File: src/rtl/blink_pkg.sv
package blink_pkg;

    typedef enum logic [1:0] {
        DUTY_OFF = 2'b00,
        DUTY_25  = 2'b01,
        DUTY_50  = 2'b10,
        DUTY_75  = 2'b11
    } duty_e;

    typedef struct packed {
        logic  period;
        duty_e duty;
    } blink_cfg_t;

    localparam blink_cfg_t CFG_RESET = '{period: 1'b0, duty: DUTY_OFF};

endpackage

File: src/rtl/blink_cfg_latch.sv
module blink_cfg_latch
    import blink_pkg::*;
(
    input  logic       clk,
    input  logic       rst_n,
    input  logic       load,
    input  logic       period_in,
    input  logic [1:0] duty_in,
    output blink_cfg_t cfg
);

    typedef struct packed {
        blink_cfg_t cfg;
    } state_t;

    state_t st_d, st_q;

    always_comb begin
        st_d = st_q;
        if (load) begin
            st_d.cfg.period = period_in;
            st_d.cfg.duty   = duty_e'(duty_in);
        end
    end

    always_ff @(posedge clk) begin
        if (!rst_n) st_q <= '{cfg: CFG_RESET};
        else        st_q <= st_d;
    end

    assign cfg = st_q.cfg;

    // the active setting moves only on a boundary load
    a_r5_cfg_hold: assert property (@(posedge clk) disable iff (!rst_n)
        !load |=> $stable(st_q.cfg));

endmodule

File: src/rtl/blink_field_counter.sv
module blink_field_counter
    import blink_pkg::*;
#(
    parameter int SHORT_FIELDS = 32,
    parameter int LONG_FIELDS  = 64,
    localparam int CW = $clog2(LONG_FIELDS)
) (
    input  logic          clk,
    input  logic          rst_n,
    input  logic          field_pulse,
    input  blink_cfg_t    cfg,
    output logic [CW-1:0] pos,
    output logic [CW:0]   cycle_len,
    output logic          boundary
);

    localparam logic [CW:0] LEN_SHORT = (CW+1)'(SHORT_FIELDS);
    localparam logic [CW:0] LEN_LONG  = (CW+1)'(LONG_FIELDS);

    typedef struct packed {
        logic [CW-1:0] pos;
    } state_t;

    state_t st_d, st_q;
    logic   at_last;
    logic   idle;

    always_comb begin
        cycle_len = cfg.period ? LEN_LONG : LEN_SHORT;
        at_last   = ({1'b0, st_q.pos} == (cycle_len - (CW+1)'(1)));
        idle      = (cfg.duty == DUTY_OFF);
        boundary  = field_pulse && (idle || at_last);
        st_d      = st_q;
        if (field_pulse) begin
            if (idle || at_last) st_d.pos = '0;
            else                 st_d.pos = st_q.pos + CW'(1);
        end
    end

    always_ff @(posedge clk) begin
        if (!rst_n) st_q <= '{pos: '0};
        else        st_q <= st_d;
    end

    assign pos = st_q.pos;

    // the position never reaches the active cycle length
    a_r3_pos_in_range: assert property (@(posedge clk) disable iff (!rst_n)
        ({1'b0, st_q.pos} < cycle_len));

    // the position moves only on a field pulse
    a_r8_pos_hold: assert property (@(posedge clk) disable iff (!rst_n)
        !field_pulse |=> $stable(st_q.pos));

    // a pulse while blinking is off restarts at position 0
    a_r6_idle_restart: assert property (@(posedge clk) disable iff (!rst_n)
        (field_pulse && cfg.duty == DUTY_OFF) |=> (st_q.pos == '0));

endmodule

File: src/rtl/blink_duty_compare.sv
module blink_duty_compare
    import blink_pkg::*;
#(
    parameter int LONG_FIELDS = 64,
    localparam int CW = $clog2(LONG_FIELDS)
) (
    input  blink_cfg_t    cfg,
    input  logic [CW-1:0] pos,
    input  logic [CW:0]   cycle_len,
    output logic          strobe
);

    logic [CW+1:0] quarter;
    logic [CW+1:0] on_limit;

    always_comb begin
        quarter  = {2'b00, cycle_len[CW:2]} >> 0;
        on_limit = quarter * (CW+2)'(cfg.duty);
        if (cfg.duty == DUTY_OFF) strobe = 1'b1;
        else                      strobe = ({2'b00, pos} < on_limit);
    end

endmodule

File: src/rtl/blink_timing_gen.sv
module blink_timing_gen
    import blink_pkg::*;
#(
    parameter int SHORT_FIELDS = 32,
    parameter int LONG_FIELDS  = 64,
    localparam int CW = $clog2(LONG_FIELDS)
) (
    input  logic       clk,
    input  logic       rst_n,
    input  logic       field_pulse,
    input  logic       period_sel,
    input  logic [1:0] duty_sel,
    input  logic       char_blink,
    output logic       blink_on,
    output logic       char_visible
);

    blink_cfg_t    cfg;
    logic [CW-1:0] pos;
    logic [CW:0]   cycle_len;
    logic          boundary;
    logic          strobe;

    blink_cfg_latch u_cfg (
        .clk       (clk),
        .rst_n     (rst_n),
        .load      (boundary),
        .period_in (period_sel),
        .duty_in   (duty_sel),
        .cfg       (cfg)
    );

    blink_field_counter #(
        .SHORT_FIELDS (SHORT_FIELDS),
        .LONG_FIELDS  (LONG_FIELDS)
    ) u_cnt (
        .clk         (clk),
        .rst_n       (rst_n),
        .field_pulse (field_pulse),
        .cfg         (cfg),
        .pos         (pos),
        .cycle_len   (cycle_len),
        .boundary    (boundary)
    );

    blink_duty_compare #(
        .LONG_FIELDS (LONG_FIELDS)
    ) u_cmp (
        .cfg       (cfg),
        .pos       (pos),
        .cycle_len (cycle_len),
        .strobe    (strobe)
    );

    assign blink_on     = strobe;
    assign char_visible = strobe | ~char_blink;

    // position 0 of every cycle is visible
    a_r4_first_field_on: assert property (@(posedge clk) disable iff (!rst_n)
        (pos == '0) |-> blink_on);

    // characters without the attribute are never blanked
    a_r7_plain_visible: assert property (@(posedge clk) disable iff (!rst_n)
        !char_blink |-> char_visible);

    // with blinking off the strobe stays high
    a_r2_off_high: assert property (@(posedge clk) disable iff (!rst_n)
        (cfg.duty == DUTY_OFF) |-> blink_on);

endmodule

File: config.mk
export PLATFORM = sky130hd
export DESIGN_NAME = blink_timing_gen
export DESIGN_NICKNAME = d
export VERILOG_FILES = /design/src/rtl/blink_pkg.sv /design/src/rtl/blink_cfg_latch.sv /design/src/rtl/blink_field_counter.sv /design/src/rtl/blink_duty_compare.sv /design/src/rtl/blink_timing_gen.sv
export SDC_FILE = /design/constraint.sdc
export NUM_CORES = 1
export LEC_CHECK = 0
export BUFFER_PORTS_ARGS = -buffer_cell sky130_fd_sc_hd__buf_2
export CAP_MARGIN = 20
export CORE_AREA = 8 8 45 47
export DETAILED_ROUTE_END_ITERATION = 8
export DIE_AREA = 0 0 53 55
export PLACE_DENSITY_LB_ADDON = 0.15
export SLEW_MARGIN = 20
export SYNTH_ARGS = -nofsm -noshare
export SYNTH_HDL_FRONTEND = slang
export SYNTH_SLANG_ARGS = --single-unit
File: constraint.sdc
create_clock -name clk -period 4.8 [get_ports clk]
set_clock_uncertainty 0.2 [all_clocks]
set_input_delay 0.72 -clock clk [delete_from_list [all_inputs] [get_ports clk]]
set_output_delay 0.72 -clock clk [all_outputs]
set_load 0.01 [all_outputs]
==> impl_metrics.ini, run 1 <==
[outcome]
outcome = finished, final reports clean

[setup_path]
reg2reg_to = u_cfg.cfg[0]
critPathMaxFanout = 7
r2r_cells = 4
path_class = flop to output pin
worst_path_most_repeated_cell = ha_1
crit_buf_inv = 2
critical-path-slowest-cell = dfxtp_1
arrival_ns = 1.80
path_cells = and2_1 > ha_1 > inv_1 > ha_1 > o21a_1 > o211ai_1 > buf_2
reg2reg_from = u_cnt.pos[0]
crit_path_start = u_cfg.cfg[2]
cp-end-kind = output pin
cpPeakStageDelay_ns = 0.38
crit_required_ns = 3.88
cp_top_family = adder cells
start_kind = flop
cp_num_cells = 7
r2r_setup_slack_ns = 3.12

[placement]
gp_congestion = 0.694
dp_hpwl_um = 964
io_buffer_count = 8
placed_area_um2 = 657

[grt]
grt.total_usage = 0.103
grt_max_degree = 17
grt.overflow.total = 0
grt_pass1_wl_mm = 2.24
antenna_found_initial = 0
grt_pass1_vias = 542

[timing]
timing.final.crit_share = 0.566
hold_violations = 0
fmax_mhz = 368
drv_slew = 0
setup_viol_count_final = 0
rsz0062_at_grt = no
final.min_clock_period_ns = 2.72
holdWs_ns = 0.294
fin_setup_tns_ns = 0

[floorplanning]
die_x_um = 53
die_h_um = 55
dieArea_um2 = 2920
rows = 14
initial_utilization = 0.438
io_pins = 9
coreArea_um2 = 1380

[logic_synthesis]
synth_most_common_cell = dfxtp_1
yosysUniqueCellTypes = 33
syn_area_um2 = 606
synth_top_area_frac = 0.298
synth_edf_count = 0
synthArstFlopShare = 0
synthFlopType = dfxtp_1
synth.largest_area_cell = dfxtp_1
synth.area.top_cells = dfxtp_1, ha_1, o21a_1
synth_area_per_cell_um2 = 8.65
synth-seq-cells = 9
synth_cells = 70
synth_warnings = 0
yosysSeqAreaShare = 0.298
synth_common_cells = dfxtp_1, ha_1, o21a_1
syn_nets = 82

[hold_path]
hp-class = flop to flop
holdPathStages = 2
hp-start = u_cnt.pos[1]
holdPathEnd = u_cnt.pos[1]

[clock_network]
numCtsBuffers = 3
cts_resized = 0
holdBufCountCts = 0
clkSlewWorstSetupHoldPaths_ns = 0.06
cts_tree = built
cts_max_path_buffers = 2
cts_num_sinks = 9
postCtsSetupBuffers = 0
root_buffer = clkbuf_4
htree_num_levels = 1
clock_latency_ns = 0.27

[detailed_routing]
drc = 0
viasPerCell = 5.67
wire_per_inst_um = 13.3
ant_nets = 0
drt-pass1-iter-count = 4
num_vias = 544
drtIter0Drc = 10
routed_wl_mm = 1.28

[final_layout]
final_layout_size_suffix_gt1_frac = 0.175
fin_area_um2 = 683
antennaDiodeCount = 0
multi_input_area_um2 = 402
area_growth_pct = 12.8
fill_cells = 146
fin_nets = 93
seq_area_um2 = 180

[flow_run]
drv_cap = 0

[power]
p_leak_nw = 0.255
finalPower_w = 0.000173
cellPowerDensity_nw_per_um2 = 253
ir_worst_vdd_v = 0.000123
-- metal layers --
metal	part of all wire	global-route usage
met1	0.48	0.116
met4	0.023	0.0517
met5	0	0
met2	0.42	0.170
met3	0.071	0.0348
-- placed cells by master (no fill, tap or decap), types with 2 or more instances in the layout --
cell,n
a211oi_1,2
inv_1,4
o21a_1,5
dfxtp_1,9
o2111ai_1,2
nor2_1,2
nand2_1,4
xor2_1,2
nand2b_1,3
nand3_1,2
a21oi_1,2
o211ai_1,2
o21ai_0,3
o22ai_1,2
nand4_1,4
clkbuf_4,3
ha_1,5
buf_2,8
-- layout make-up --
| cell class | count | area share |
|---|---|---|
| clock buffer | 4 | 0.0385 |
| inverter | 4 | 0.0220 |
| multi-input combinational | 55 | 0.588 |
| sequential | 9 | 0.264 |
| tap | 16 | 0.0293 |
| timing repair buffer | 8 | 0.0586 |
-- through the flow --
stage                     worst slack, ns   util  cells
after floorplan                      2.38      -     70
after global placement               2.38  0.475     92
after detailed placement             2.36  0.475     92
after CTS                            2.07  0.494     96
after global routing                 1.97  0.494     96
final                                2.08  0.494     96
-- kinds of logic after synthesis --
group / synth area share
AO/OA/AOI/OAI: 0.271
XOR/XNOR: 0.0558
adder cells (fa/ha/maj): 0.103
buffers and inverters: 0.0392
flip-flops: 0.298
multiplexers: 0.0351
other: 0.00619
AND/OR/NAND/NOR: 0.192
-- worst register-to-register path: stages (launching register included) --
cell and delay, ns:
dfxtp_1 0.37, ha_1 0.25, nand4_1 0.28, nor3b_1 0.34
o22ai_1 0.13
-- worst max-delay path by stage --
| stage | endpoint | slack, ns |
|---|---|---|
| after floorplan | blink_on | 2.38 |
| after detailed placement | char_visible | 2.36 |
| after global placement | char_visible | 2.38 |
| after global routing | char_visible | 1.97 |
| final | char_visible | 2.08 |
| after CTS | char_visible | 2.07 |
-- registers in the layout, summed over array words and instances, names as in the netlist --
name / count
u_cfg.cfg: 3
u_cnt.pos: 6
-- power breakdown --
part | switching [W] | internal, W
clock | 0.0000294 | 0.0000322
combinational | 0.0000157 | 0.0000130
sequential | 0.00000472 | 0.0000777
(Power assumes the default switching activity.)
==> run 2, diff against run 1 <==
==> constraint.sdc (replaced) <==
create_clock -name clk -period 2.4 [get_ports clk]
set_clock_uncertainty 0.2 [all_clocks]
set_input_delay 0.36 -clock clk [delete_from_list [all_inputs] [get_ports clk]]
set_output_delay 0.36 -clock clk [all_outputs]
set_load 0.01 [all_outputs]
==> run 2 against run 1 <==
  * Critical path depth stayed put
  * Worst hold slack worse by 0.14 ns
  * Power grew 100%
  * Sequential power up 100%
  * Highest routed layer unchanged
  * Clock power grew 96%
  * First-iteration DRC count decreased by 30%
  * Global-route usage is 0.27 points lower
  * Critical endpoint unchanged
  * Largest cell class unchanged
  * Final cell count grew 1.0%
  * Sequential cell count unchanged
  * Register-to-register slack got worse by 2.4 ns
  * Cell area increased by 2.0%
  * Die area unchanged
==> impl_metrics.ini, run 2 (same netlist as run 1, synthesis figures left out) <==
[outcome]
outcome = finished, final reports clean

[detailed_routing]
ant_nets = 0
routed_wl_mm = 1.28
drtIter0Drc = 7
viasPerCell = 5.54
num_vias = 537
wire_per_inst_um = 13.2
drt-pass1-iter-count = 2
drc = 0

[final_layout]
final_common_cell = buf_2
antennaDiodeCount = 0
instances_no_fill = 97
largest_register_ffs = 6
final_cell_mix = buf_2, dfxtp_1, o21a_1, ha_1
seq_area_um2 = 186
multi_input_area_um2 = 402
area_growth_pct = 15.1
fin_nets = 94
fill_cells = 139
final_layout_size_suffix_gt1_frac = 0.222

[power]
finalPower_w = 0.000345
p_leak_nw = 0.262
cellPowerDensity_nw_per_um2 = 496
ir_worst_vdd_v = 0.000226

[setup_path]
crit_buf_inv = 2
arrival_ns = 1.75
crit_required_ns = 1.84
cp_top_family = adder cells
critical-path-slowest-cell = dfxtp_4
worst_path_most_repeated_cell = ha_1
start_kind = flop
critPathMaxFanout = 7
cpPeakStageDelay_ns = 0.36
path_class = flop to output pin
path_cells = and2_1 > ha_1 > inv_1 > ha_1 > o21a_1 > o211ai_1 > buf_2
cp-end-kind = output pin

[floorplanning]
io_pins = 9
coreArea_um2 = 1380
die_h_um = 55
dieArea_um2 = 2920
rows = 14
die_x_um = 53
initial_utilization = 0.438

[grt]
grt.overflow.total = 0
grt.total_usage = 0.100
grt_pass1_vias = 525
grt_max_degree = 17
antenna_found_initial = 0
grt_pass1_wl_mm = 2.19

[clock_network]
htree_num_levels = 1
cts_tree = built
cts_num_sinks = 9
clock_latency_ns = 0.26
root_buffer = clkbuf_4
cts_max_path_buffers = 2
clkSlewWorstSetupHoldPaths_ns = 0.07
numCtsBuffers = 3

[placement]
dp_hpwl_um = 956
gp_congestion = 0.694
place_inst = 92
dpl_worst_slack_ns = 0.309
io_buffer_count = 8

[timing]
fmax_mhz = 433
setup_viol_count_final = 0
rsz0062_at_grt = no
hold_violations = 0
fin_setup_tns_ns = 0
fin_ws_ns = 0.0890
final.min_clock_period_ns = 2.31
timing.final.crit_share = 0.963
holdWs_ns = 0.157
drv_slew = 0

[hold_path]
hp-class = input port to flop

[flow_run]
drv_cap = 0
-- run 2: cell count changes in the layout (fill, tap and decap cells not counted), sizes merged --
cell,delta
buf,+1
-- run 2: layout make-up --
class                           count  area share
Multi-Input combinational cell     55       0.576
Sequential cell                     9       0.268
Timing Repair Buffer                9      0.0682
Clock buffer                        4      0.0377
Tap cell                           16      0.0287
Inverter                            4      0.0215
-- run 2: final timing paths --
path	start	endpoint	slack, ns	depth (start not counted)
setup reg to reg	u_cnt.pos[0]	u_cfg.cfg[0]	0.71	4
setup / recovery	u_cfg.cfg[2]	char_visible	0.09	7
hold reg to reg	u_cnt.pos[1]	u_cnt.pos[1]	0.29	2
hold / removal	duty_sel[1]	u_cfg.cfg[1]	0.16	3
-- run 2: metal layers --
layer / wire length [µm] / GRT usage
met5: 0 / 0
met2: 545 / 0.164
met3: 62 / 0.0348
met1: 666 / 0.113
met4: 10 / 0.0517
-- run 2: where the power goes --
| part | leakage [nW] | switching [W] | total, W | internal, W |
|---|---|---|---|---|
| Clock | 0.0150 | 0.0000566 | 0.000121 | 0.0000642 |
| Combinational | 0.172 | 0.0000322 | 0.0000600 | 0.0000278 |
| Sequential | 0.0746 | 0.00000864 | 0.000165 | 0.000156 |
| Total | 0.262 | 0.0000974 | 0.000345 | 0.000248 |
-- run 2: metrics by stage --
step	cell area [µm²]	utilization
floorplan	606	-
global placement	657	0.475
detailed placement	657	0.475
CTS	683	0.494
global route	697	0.504
finish	697	0.504
-- run 2: worst reg2reg max path, stage by stage, from the launching register on --
cell     delay, ns
dfxtp_1       0.37
ha_1          0.25
nand4_1       0.28
nor3b_1       0.34
o22ai_1       0.13
-- run 2: what timing repair did --
action                                  4_1_cts  5_1_grt
gates resized for setup                       0        4
hold buffers                                  0        0
setup buffers                                 0        1
endpoints found under the setup margin        0        2
